File: config.mk
export PLATFORM = sky130hd
export DESIGN_NAME = frame_mark_capture
export DESIGN_NICKNAME = d
export VERILOG_FILES = /design/src/rtl/fmc_pkg.sv /design/src/rtl/fmc_us_timer.sv /design/src/rtl/fmc_cs_edge.sv /design/src/rtl/fmc_word_pos.sv /design/src/rtl/fmc_rec_fifo.sv /design/src/rtl/frame_mark_capture.sv
export SDC_FILE = /design/constraint.sdc
export NUM_CORES = 1
export LEC_CHECK = 0
export ABC_CLOCK_PERIOD_IN_PS = 7100
export BUFFER_PORTS_ARGS = -buffer_cell sky130_fd_sc_hd__buf_2
export CORE_MARGIN = 2
export CORE_UTILIZATION = 35
export CTS_BUF_LIST = sky130_fd_sc_hd__clkbuf_8
export CTS_CLUSTER_DIAMETER = 50
export DETAILED_ROUTE_END_ITERATION = 6
export GPL_TIMING_DRIVEN = 0
export PLACE_DENSITY = 0.62
export SYNTH_ARGS = -nofsm -noshare
export SYNTH_HDL_FRONTEND = slang
export SYNTH_SLANG_ARGS = --single-unit
File: constraint.sdc
create_clock -name clk -period 7.1 [get_ports clk]
set_input_delay 0.355 -clock clk [delete_from_list [all_inputs] [get_ports clk]]
set_output_delay 0.355 -clock clk [all_outputs]
set_load 0.02 [all_outputs]
File: src/rtl/fmc_pkg.sv
package fmc_pkg;
  localparam int STAMP_W = 32;
  localparam int IDX_W   = 16;

  typedef struct packed {
    logic               is_end;
    logic [STAMP_W-1:0] stamp;
    logic [IDX_W-1:0]   widx;
  } fmc_rec_t;

  localparam int REC_W = $bits(fmc_rec_t);
endpackage

File: src/rtl/fmc_us_timer.sv
module fmc_us_timer #(
  parameter int CLK_DIV = 100
) (
  input  logic                        clk,
  input  logic                        rst_n,
  output logic [fmc_pkg::STAMP_W-1:0] stamp
);
  localparam int PW = (CLK_DIV > 1) ? $clog2(CLK_DIV) : 1;
  localparam logic [PW-1:0] LAST = PW'(CLK_DIV - 1);

  logic [PW-1:0] pre;

  always_ff @(posedge clk or negedge rst_n) begin
    if (!rst_n) begin
      pre   <= '0;
      stamp <= '0;
    end else if (pre == LAST) begin
      pre   <= '0;
      stamp <= stamp + 1'b1;
    end else begin
      pre <= pre + 1'b1;
    end
  end

  // the timestamp never jumps by more than one step
  assert_stamp_step_R2: assert property (@(posedge clk) disable iff (!rst_n)
    1'b1 |=> (stamp == $past(stamp) || stamp == $past(stamp) + 32'd1));
endmodule

File: src/rtl/fmc_cs_edge.sv
module fmc_cs_edge #(
  parameter int STAGES = 2
) (
  input  logic clk,
  input  logic rst_n,
  input  logic cs_n,
  output logic fall,
  output logic rise
);
  logic [STAGES-1:0] chain;
  logic              prev;

  always_ff @(posedge clk or negedge rst_n) begin
    if (!rst_n) begin
      chain <= '1;
      prev  <= 1'b1;
    end else begin
      chain <= {chain[STAGES-2:0], cs_n};
      prev  <= chain[STAGES-1];
    end
  end

  assign fall = prev & ~chain[STAGES-1];
  assign rise = ~prev & chain[STAGES-1];

  // every detected edge is a single-cycle pulse
  assert_fall_pulse_R3: assert property (@(posedge clk) disable iff (!rst_n)
    fall |=> !fall);
  assert_rise_pulse_R4: assert property (@(posedge clk) disable iff (!rst_n)
    rise |=> !rise);
endmodule

File: src/rtl/fmc_word_pos.sv
module fmc_word_pos #(
  parameter int BUF_WORDS = 1024
) (
  input  logic                      clk,
  input  logic                      rst_n,
  input  logic                      word_stb,
  output logic [fmc_pkg::IDX_W-1:0] widx,
  output logic                      half_pulse,
  output logic                      full_pulse
);
  localparam int IW = fmc_pkg::IDX_W;
  localparam logic [IW-1:0] TOP  = IW'(BUF_WORDS - 1);
  localparam logic [IW-1:0] MIDM = IW'(BUF_WORDS / 2 - 1);

  always_ff @(posedge clk or negedge rst_n) begin
    if (!rst_n) begin
      widx       <= '0;
      half_pulse <= 1'b0;
      full_pulse <= 1'b0;
    end else begin
      half_pulse <= word_stb && (widx == MIDM);
      full_pulse <= word_stb && (widx == TOP);
      if (word_stb) widx <= (widx == TOP) ? '0 : widx + 1'b1;
    end
  end

  // the index stays inside the buffer
  assert_idx_range_R5: assert property (@(posedge clk) disable iff (!rst_n)
    32'(widx) < BUF_WORDS);
  // the pulses line up with the index they announce
  assert_full_at_zero_R6: assert property (@(posedge clk) disable iff (!rst_n)
    full_pulse |-> widx == '0);
  assert_half_at_mid_R6: assert property (@(posedge clk) disable iff (!rst_n)
    half_pulse |-> 32'(widx) == BUF_WORDS / 2);
endmodule

File: src/rtl/fmc_rec_fifo.sv
module fmc_rec_fifo #(
  parameter int DEPTH = 16,
  parameter int W     = 49
) (
  input  logic         clk,
  input  logic         rst_n,
  input  logic         push,
  input  logic [W-1:0] push_data,
  input  logic         ovf_clear,
  output logic         out_valid,
  input  logic         out_ready,
  output logic [W-1:0] out_data,
  output logic         overflow
);
  localparam int AW = $clog2(DEPTH);

  logic [W-1:0] mem [DEPTH];
  logic [AW:0]  wr_ptr, rd_ptr;
  logic [AW:0]  count;
  logic         full, pop, take;

  assign count     = wr_ptr - rd_ptr;
  assign full      = (count == (AW+1)'(DEPTH));
  assign out_valid = (count != '0);
  assign pop       = out_valid && out_ready;
  assign take      = push && !full;
  assign out_data  = mem[rd_ptr[AW-1:0]];

  always_ff @(posedge clk) begin
    if (take) mem[wr_ptr[AW-1:0]] <= push_data;
  end

  always_ff @(posedge clk or negedge rst_n) begin
    if (!rst_n) begin
      wr_ptr   <= '0;
      rd_ptr   <= '0;
      overflow <= 1'b0;
    end else begin
      if (take) wr_ptr <= wr_ptr + 1'b1;
      if (pop)  rd_ptr <= rd_ptr + 1'b1;
      if (push && full)   overflow <= 1'b1;
      else if (ovf_clear) overflow <= 1'b0;
    end
  end

  // a stalled record holds
  assert_hold_R7: assert property (@(posedge clk) disable iff (!rst_n)
    (out_valid && !out_ready) |=> (out_valid && $stable(out_data)));
  assert_count_bound_R7: assert property (@(posedge clk) disable iff (!rst_n)
    count <= (AW+1)'(DEPTH));
  // a dropped record raises the flag, and it stays until cleared
  assert_ovf_set_R8: assert property (@(posedge clk) disable iff (!rst_n)
    (push && full) |=> overflow);
  assert_ovf_sticky_R8: assert property (@(posedge clk) disable iff (!rst_n)
    (overflow && !ovf_clear) |=> overflow);
endmodule

File: src/rtl/frame_mark_capture.sv
module frame_mark_capture #(
  parameter int CLK_DIV     = 100,
  parameter int BUF_WORDS   = 1024,
  parameter int FIFO_DEPTH  = 16,
  parameter int SYNC_STAGES = 2
) (
  input  logic                      clk,
  input  logic                      rst_n,
  input  logic                      cs_n,
  input  logic                      word_stb,
  input  logic                      end_rec_en,
  input  logic                      ovf_clear,
  output logic                      rec_valid,
  input  logic                      rec_ready,
  output logic [fmc_pkg::REC_W-1:0] rec_data,
  output logic                      rec_overflow,
  output logic                      half_pulse,
  output logic                      full_pulse
);
  import fmc_pkg::*;

  logic [STAMP_W-1:0] stamp;
  logic [IDX_W-1:0]   widx;
  logic               fall, rise, push;
  fmc_rec_t           rec;

  fmc_us_timer #(.CLK_DIV(CLK_DIV)) u_timer (
    .clk(clk), .rst_n(rst_n), .stamp(stamp));

  fmc_cs_edge #(.STAGES(SYNC_STAGES)) u_edge (
    .clk(clk), .rst_n(rst_n), .cs_n(cs_n), .fall(fall), .rise(rise));

  fmc_word_pos #(.BUF_WORDS(BUF_WORDS)) u_pos (
    .clk(clk), .rst_n(rst_n), .word_stb(word_stb), .widx(widx),
    .half_pulse(half_pulse), .full_pulse(full_pulse));

  assign push       = fall || (rise && end_rec_en);
  assign rec.is_end = rise;
  assign rec.stamp  = stamp;
  assign rec.widx   = widx;

  fmc_rec_fifo #(.DEPTH(FIFO_DEPTH), .W(REC_W)) u_fifo (
    .clk(clk), .rst_n(rst_n), .push(push), .push_data(rec),
    .ovf_clear(ovf_clear), .out_valid(rec_valid), .out_ready(rec_ready),
    .out_data(rec_data), .overflow(rec_overflow));

  // no end record is queued while end capture is off
  assert_no_end_when_off_R4: assert property (@(posedge clk) disable iff (!rst_n)
    (rise && !end_rec_en && !rec_valid) |=> !rec_valid);
endmodule

# Word-level counts from Yosys, hierarchy flattened
# Memories as Yosys holds them, arrays and structs flattened.
# Index checks and enable logic that the tools add are counted.
[op_classes] addsub=6 multipliers=0 div_mod_pow=0 magnitude_cmp=0 eq_ne=4 n_shift=0 n_mux=6 bitwise=4 n_reduce_logical=10
[op_table] cell="$add 32x1->32 const B" count=1
[op_table] cell="$add 16x1->16 const B" count=1
[op_table] cell="$eq 16x10->1 const B" count=1
[op_table] cell="$eq 16x9->1 const B" count=1
[op_table] cell="$mux 16" count=1
[op_table] cell="$add 5x1->5 const B" count=2
[op_table] cell="$add 7x1->7 const B" count=1
[op_table] cell="$eq 7x7->1 const B" count=1
[op_table] cell="$mux 7" count=1
[op_table] cell="$logic_and 1x1->1" count=6
[op_table] cell="$eq 5x5->1 const B" count=1
[op_table] cell="$reduce_bool 5->1" count=1
[op_table] cell="$sub 5x5->5" count=1
[op_table] cell="$mux 1" count=4
[op_table] cell="$and 1x1->1" count=2
[op_table] cell="$not 1->1" count=2
[op_table] cell="$reduce_bool 2->1" count=1
[op_table] cell="$logic_not 1->1" count=1
[op_table] cell="$logic_or 1x1->1" count=1
[totals] ff_bits=71 latch_bits=0 ram_bits=784 mem_bits_ro=0 in_bits=7 elab_cells=41 mem_count=1
[memory_table] memory="u_fifo.mem" words=16 word_bits=49 read_ports=1 rd_ports_with_merged_regs=0 write_ports=1 line="fmc_rec_fifo.sv:17" rtl="logic [W-1:0] mem [DEPTH];"

# Longest topological paths before layout
# Gate-level depths: netlist (run 1).
[logic_depth] word_depth=7 mapped_depth=11 mapped_depth_nobuf=8

# Hierarchy
# A second synthesis (run 1) with hierarchy kept.
[unflattened] cells_unflattened=1687 area_unflattened_um2=33313.2
[modules_own_cells] module="fmc_rec_fifo" instances=1 cells_per_inst=1444 area_per_inst_um2=30538.0
[modules_own_cells] module="fmc_us_timer" instances=1 cells_per_inst=152 area_per_inst_um2=1794.2
[modules_own_cells] module="fmc_word_pos" instances=1 cells_per_inst=85 area_per_inst_um2=879.6
[modules_own_cells] module="fmc_cs_edge" instances=1 cells_per_inst=5 area_per_inst_um2=93.8
[modules_own_cells] module="frame_mark_capture" instances=1 cells_per_inst=1 area_per_inst_um2=7.5

# Least setup slack after synthesis (run 1)
# No wires, ideal clock.
[synth_timing] path_type="register to register" startpoint="register u_fifo.rd_ptr[1]" endpoint="memory u_fifo.mem[3][0] (enable)" arrival_time_ns=6.257 path_slack_ns=0.327 path_stages_with_launch=12 path_buffers=3 period_less_slack_ns=6.773 path_cell_list="dfrtp_1 clkbuf_1 clkbuf_1 clkbuf_1 inv_1 ha_1 or2_2 o22ai_1 xor2_1 a41oi_1 nand2_1 nor3_1"
[synth_between] elab_chain_cells=6
[synth_rtl] item="start: declaration" line="fmc_rec_fifo.sv:18" rtl="logic [AW:0] wr_ptr, rd_ptr;"
[synth_rtl] item="start signal: assignment" line="fmc_rec_fifo.sv:40" rtl="if (pop) rd_ptr <= rd_ptr + 1'b1;"
[synth_rtl] item="$sub 5x5->5" line="fmc_rec_fifo.sv:22" rtl="assign count = wr_ptr - rd_ptr;"
[synth_rtl] item="$eq 5x5->1" line="fmc_rec_fifo.sv:23" rtl="assign full = (count == (AW+1)'(DEPTH));"
[synth_rtl] item="$logic_not 1->1" line="fmc_rec_fifo.sv:26" rtl="assign take = push && !full;"
[synth_rtl] item="$logic_and 1x1->1" line="fmc_rec_fifo.sv:26"
[synth_rtl] item="$mux 1" line="fmc_rec_fifo.sv:30" rtl="if (take) mem[wr_ptr[AW-1:0]] <= push_data;"
[synth_rtl] item="$mux 1 (implied by the code)" line="fmc_rec_fifo.sv:30"
[synth_rtl] item="end: declaration" line="fmc_rec_fifo.sv:17"
# Every way passes these cells.

# Worst setup path after layout (run 1)
[layout_timing] startpoint="register u_fifo.rd_ptr[1]" endpoint="memory u_fifo.mem[1][24] (enable)"
# The elaborated chain is that of the path after synthesis.

==> results.sh, run 1 <==
export IMPL_status="completed"
export IMPL_io_buffers=59
export IMPL_place_congestion=0.731
export IMPL_area_growth_pct=16.2
export IMPL_cts_sinks=855
export IMPL_worst_skew_pair_late_latency_ns=0.78
export IMPL_clk_pin_slew_worst_paths_ns=0.07
export IMPL_die_x_um=310
export IMPL_wl_um=74300
export IMPL_synth_fp_nets=1430
export IMPL_synth_area_mm2=0.0327
export IMPL_core_mm2=0.0930
export IMPL_cts_buffer_depth=3
export IMPL_rows=112
export IMPL_layout_commonest_cell="edfxtp_1"
export IMPL_fillCellCount=8065
export IMPL_max_stage_delay_ns=0.89
export IMPL_vias=15200
export IMPL_cts_repair_resized=0
export IMPL_dieArea_mm2=0.0960
export IMPL_cts_max_level=4
export IMPL_cp_common_cell="clkbuf_1"
export IMPL_hold_ws_ns=0.104
export IMPL_yosysSeqAreaShare_pct=77.3
export IMPL_cts_tree="yes"
export IMPL_path_buf_inv=7
export IMPL_fin_nets=1676
export IMPL_vias_per_cell=5.06
export IMPL_routedWlPerCell_um=24.6
export IMPL_gr_total_overflow=0
export IMPL_cp_data_required_time_ns=7.57
export IMPL_hold_viol_final=0
export IMPL_setup_worst_path_end_class="flip-flop"
export IMPL_worst_pin_slew_ns=1.27
export IMPL_grt_pass1_vias=16200
export IMPL_path_delay_family="buffers and inverters"
export IMPL_post_cts_setup_buffer_count=0
export IMPL_synthCells=1411
export IMPL_reg2reg_setup_slack_ns=0.58
export IMPL_drv_slew=0
export IMPL_cp_startpoint="u_fifo.rd_ptr[1]"
export IMPL_hold_class="input pin to async pin"
export IMPL_arrival_ns=6.99
export IMPL_antenna_found_initial=2
export IMPL_grt_total_usage_pct=15.8
export IMPL_cp_start_kind="flip-flop"
export IMPL_path_class="flip-flop to flip-flop"
export IMPL_slew_headroom_pct=15.6
export IMPL_r2r_end="u_fifo.mem[1][24]"
export IMPL_cts_made_buffers=130
export IMPL_ant_nets=0
export IMPL_dp_hpwl_um=48100
export IMPL_drive_gt1_share_pct=32.4
export IMPL_grt_max_degree=65
export IMPL_synth_seq_cells=855
export IMPL_placed_area_mm2=0.0355
export IMPL_ys_types=44
export IMPL_setup_viol=0
export IMPL_yosys_warnings=0
export IMPL_maxCapViolations=0
export IMPL_rr_worst_depth=14
export IMPL_slowest_stage="nor3_2"
export IMPL_drcViolationCount=0
export IMPL_seq_area_mm2=0.0253
export IMPL_rsz0062_at_grt="no"
export IMPL_p_leak_nw=12.7
export IMPL_path_depth=14
export IMPL_first_pass_iters=7
export IMPL_fin_crit_ns=6.52
export IMPL_layout_common_cells="784 x edfxtp_1, 245 x mux4_2, 145 x clkbuf_8"
export IMPL_cts_root_buffer="clkbuf_8"
export IMPL_ir_drop_mv=0.210
export IMPL_cp_max_fo=10
export IMPL_grt_first_pass_wirelength_um=108000
export IMPL_r2r_start="u_fifo.rd_ptr[1]"
export IMPL_design_area_mm2=0.0381
export IMPL_pwr_density_cell_mw_per_mm2=371
export IMPL_dr_first_iter_drc_count=1599
export IMPL_setup_tns_ns=0
export IMPL_multiInputGateArea_mm2=0.00721
export IMPL_path_cells="clkbuf_1, clkbuf_1, clkbuf_1, inv_1, ha_1, or2_2, o22ai_1, xor2_1, a41oi_1, nand2_1, nor3_2, buf_8, buf_6, buf_6"
export IMPL_fin_crit_sh_pct=91.8
export IMPL_initial_core_util_pct=35.2
export IMPL_synth_avg_cell_area_um2=23.2
export IMPL_ioPinCount=60
export IMPL_fmax_mhz=153
export IMPL_die_h_um=310
export IMPL_fin_worst_skew_ns=0.0327
## state kept, by name, indices dropped and copies added (netlist names)
signal / cells
u_edge.chain: 2
u_fifo.wr_ptr: 5
u_fifo.rd_ptr: 5
u_pos.full_pulse: 1
u_timer.pre: 7
u_fifo.overflow: 1
u_edge.prev: 1
u_timer.stamp: 32
u_pos.half_pulse: 1
u_fifo.mem: 784
u_pos.widx: 16
## logic make-up after synthesis
| family | count (synthesis) | synth area share [%] |
|---|---|---|
| AOI/OAI and AO/OA | 20 | 0.432 |
| adders and majority gates | 12 | 0.458 |
| xor gates and xnor gates | 60 | 1.67 |
| muxes | 247 | 16.9 |
| DFF | 855 | 77.3 |
| buffers and inverters | 76 | 0.967 |
| and+or+nand+nor | 141 | 2.23 |
## where the power goes
part	internal, W	switching, W	total [W]
Clock	0.00196	0.00185	0.00380
Sequential	0.00589	0.000165	0.00605
Combinational	0.00180	0.00248	0.00428
Total	0.00964	0.00449	0.0141
## Yosys cell counts (all sizes together)
library cell	count	share of area, %
edfxtp	784	72
mux4	245	17
dfrtp	68	5.2
xnor2	46	1.3
clkbuf	36	0.41
nor2	32	0.37
nand2	31	0.38
buf	26	0.39
nand3	26	0.41
inv	14	0.16
xor2	14	0.37
ha	12	0.46
nand4	12	0.23
and3	11	0.23
nor3	9	0.17
nor4	6	0.16
a21oi	5	0.076
nor2b	5	0.096
o21ai	5	0.076
dfstp	3	0.24
nand2b	3	0.057
a41oi	2	0.053
and4	2	0.053
o311ai	2	0.053
o41ai	2	0.076
or2	2	0.038
a21o	1	0.023
mux2	1	0.034
mux2i	1	0.031
o211a	1	0.031
o211ai	1	0.023
o22ai	1	0.019
or3	1	0.019
or4	1	0.023
## worst max-delay path by stage
stage,endpoint,slack [ns]
global route,u_fifo.mem[1][24],0.28
floorplan,u_fifo.mem[3][0],0.33
detailed placement,u_fifo.mem[1][18],0.67
global placement,u_fifo.mem[3][18],-5.77
CTS,u_fifo.mem[1][24],0.68
finish,u_fifo.mem[1][24],0.58
## cell type report
| type | count | share of cell area [%] |
|---|---|---|
| repair buffers | 114 | 3.12 |
| diodes | 1 | 0.00657 |
| plain buffers | 62 | 0.694 |
| inverters | 14 | 0.145 |
| clock inverters | 90 | 1.19 |
| clock buffers | 145 | 5.24 |
| well taps | 1254 | 4.12 |
| multi-input cells | 480 | 18.9 |
| flip-flops and latches | 855 | 66.5 |
## worst reg2reg max path: cells and delay by family (launching register included)
| kind | cells | cell delay [ns] |
|---|---|---|
| compound gates | 2 | 0.99 |
| xor+xnor | 1 | 0.14 |
| fa+ha+maj | 1 | 0.30 |
| buf+inv | 7 | 2.84 |
| flops | 1 | 0.34 |
| simple gates | 3 | 1.59 |
## what timing repair did
item / CTS / global route
endpoints found under the hold margin: 81 / 0
hold buffers: 7 / 0
endpoints found under the setup margin: 0 / 0
## metrics by stage
step	util (%)	cells	total power [W]	setup slack, ns
detailed placement	38.2	2772	0.0105	0.674
CTS	40.9	3014	0.0143	0.679
finish	40.9	3015	0.0141	0.581
global route	40.9	3015	0.0148	0.281
floorplan	-	1411	0.00891	0.327
global placement	37.2	2724	0.0104	-5.77
## per-layer routing
metal	wire length (um)	up-vias	track usage (%)	part of all wire (%)
met4	2040	2	5.98	2.7
met2	39600	519	27.9	53
met5	13	-	0	0.018
met1	28300	8149	18.7	38
met3	4280	124	3.60	5.8
li1	-	6454	-	-
No activity file was read; power rests on OpenSTA's default activity.
==> inputs of run 2 (changes only) <==
- CORE_MARGIN: 2 -> unset
==> results.sh, run 2 (same netlist as run 1, synthesis figures left out) <==
export IMPL_cts_root_buffer="clkbuf_8"
export IMPL_cp_data_required_time_ns=7.56
export IMPL_path_delay_family="buffers and inverters"
export IMPL_fin_crit_sh_pct=91.7
export IMPL_cp_start_kind="flip-flop"
export IMPL_setup_viol=0
export IMPL_hold_viol_final=0
export IMPL_worst_skew_pair_late_latency_ns=0.77
export IMPL_rsz0062_at_grt="no"
export IMPL_area_growth_pct=16.3
export IMPL_maxCapViolations=0
export IMPL_cp_common_cell="clkbuf_1"
export IMPL_gr_total_overflow=0
export IMPL_arrival_ns=6.97
export IMPL_place_congestion=0.748
export IMPL_drive_gt1_share_pct=32.6
export IMPL_io_buffers=59
export IMPL_setup_tns_ns=0
export IMPL_cts_tree="yes"
export IMPL_grt_max_degree=57
export IMPL_vias=15500
export IMPL_rr_worst_depth=13
export IMPL_dr_first_iter_drc_count=1432
export IMPL_status="completed"
export IMPL_clk_pin_slew_worst_paths_ns=0.06
export IMPL_post_route_util_pct=41.3
export IMPL_ir_drop_mv=0.196
export IMPL_path_depth=13
export IMPL_cts_buffer_depth=3
export IMPL_fmax_mhz=154
export IMPL_cp_startpoint="u_fifo.rd_ptr[1]"
export IMPL_layout_common_cells="784 x edfxtp_1, 245 x mux4_2, 138 x clkbuf_8"
export IMPL_first_pass_iters=5
export IMPL_drv_slew=0
export IMPL_hold_class="input pin to async pin"
export IMPL_fin_nets=1683
export IMPL_cts_made_buffers=133
export IMPL_die_x_um=308
export IMPL_path_class="flip-flop to flip-flop"
export IMPL_worst_pin_slew_ns=1.36
export IMPL_vias_per_cell=5.15
export IMPL_path_buf_inv=6
export IMPL_cp_max_fo=10
export IMPL_pwr_density_cell_mw_per_mm2=374
export IMPL_drcViolationCount=0
export IMPL_setup_worst_path_end_class="flip-flop"
export IMPL_fin_crit_ns=6.51
export IMPL_fin_worst_skew_ns=0.0378
export IMPL_power_w=0.0143
export IMPL_slowest_stage="nor3_2"
export IMPL_rows=111
export IMPL_core_mm2=0.0922
export IMPL_cts_max_level=4
export IMPL_r2r_start="u_fifo.rd_ptr[1]"
export IMPL_grt_total_usage_pct=16.5
export IMPL_dieArea_mm2=0.0948
export IMPL_ant_nets=0
export IMPL_initial_core_util_pct=35.5
export IMPL_max_stage_delay_ns=0.94
export IMPL_largest_reg_flops=784
export IMPL_ioPinCount=60
export IMPL_routedWlPerCell_um=25.4
export IMPL_slew_headroom_pct=9.60
export IMPL_grt_first_pass_wirelength_um=111000
export IMPL_path_cells="clkbuf_1, clkbuf_1, clkbuf_1, inv_1, ha_1, or2_2, o22ai_1, xor2_1, a41oi_1, nand2_1, nor3_2, buf_6, buf_4"
export IMPL_wl_um=76500
export IMPL_cts_sinks=855
export IMPL_dp_hpwl_um=48400
export IMPL_grt_pass1_vias=16700
export IMPL_antenna_found_initial=3
export IMPL_layout_commonest_cell="edfxtp_1"
export IMPL_p_leak_nw=12.7
export IMPL_die_h_um=308
run 2: layer usage:
| metal | GRT usage (%) | wire length (um) | part of all wire, % | up-vias |
|---|---|---|---|---|
| met1 | 20.6 | 30200 | 39 | 8387 |
| met4 | 4.93 | 1550 | 2.0 | 0 |
| met3 | 3.38 | 4380 | 5.7 | 121 |
| met2 | 28.8 | 40400 | 53 | 551 |
| li1 | - | - | - | 6481 |
| met5 | 0 | 0 | 0 | - |
run 2: worst paths after layout:
check                                    end  slack, ns
setup / recovery           u_fifo.mem[0][18]       0.59
hold / removal               u_edge.chain[0]       0.11
setup reg to reg           u_fifo.mem[0][18]       0.59
hold reg to reg                  u_edge.prev       0.36
max in group asynchronous   u_fifo.rd_ptr[2]       5.90
min in group clk             u_edge.chain[0]       0.22
run 2: layout make-up:
| type | count | area [um2] |
|---|---|---|
| multi-input cells | 480 | 7210 |
| well taps | 1243 | 1560 |
| clock buffers | 138 | 1900 |
| plain buffers | 62 | 264 |
| inverters | 14 | 55.1 |
| clock inverters | 104 | 596 |
| fillers | 8047 | 54100 |
| flip-flops and latches | 855 | 25300 |
| diodes | 1 | 2.50 |
| repair buffers | 118 | 1180 |
run 2: per-stage QoR:
stage	hold slack [ns]	cells	instance area, um2	worst slack (ns)
finish	0.113	3015	38100	0.592
global route	0.0823	3015	38100	0.383
CTS	0.0449	3014	38100	0.734
detailed placement	0.250	2765	35500	0.788
global placement	0.347	2713	34600	-5.94
floorplan	0.0594	1411	32700	0.327
run 2: power breakdown:
part	switching [W]	internal, W	total (W)	leakage (nW)
clock	0.00191	0.00197	0.00388	1.46
combinational	0.00253	0.00180	0.00433	2.98
sequential	0.000164	0.00589	0.00605	8.25
run 2: worst reg2reg max path, stage by stage (launching register included):
cell and delay (ns):
dfrtp_1 0.36, clkbuf_1 0.56, clkbuf_1 0.85, clkbuf_1 0.75, inv_1 0.18, ha_1 0.29
or2_2 0.29, o22ai_1 0.25, xor2_1 0.16, a41oi_1 0.67, nand2_1 0.40, nor3_2 0.94
buf_6 0.28, buf_4 0.23
run 2: timing repair:
| item | CTS | global route |
|---|---|---|
| endpoints found under the setup margin | 0 | 0 |
| gates resized for setup | 0 | 0 |
| setup buffers | 0 | 0 |
| endpoints found under the hold margin | 82 | 0 |
| hold buffers | 7 | 0 |
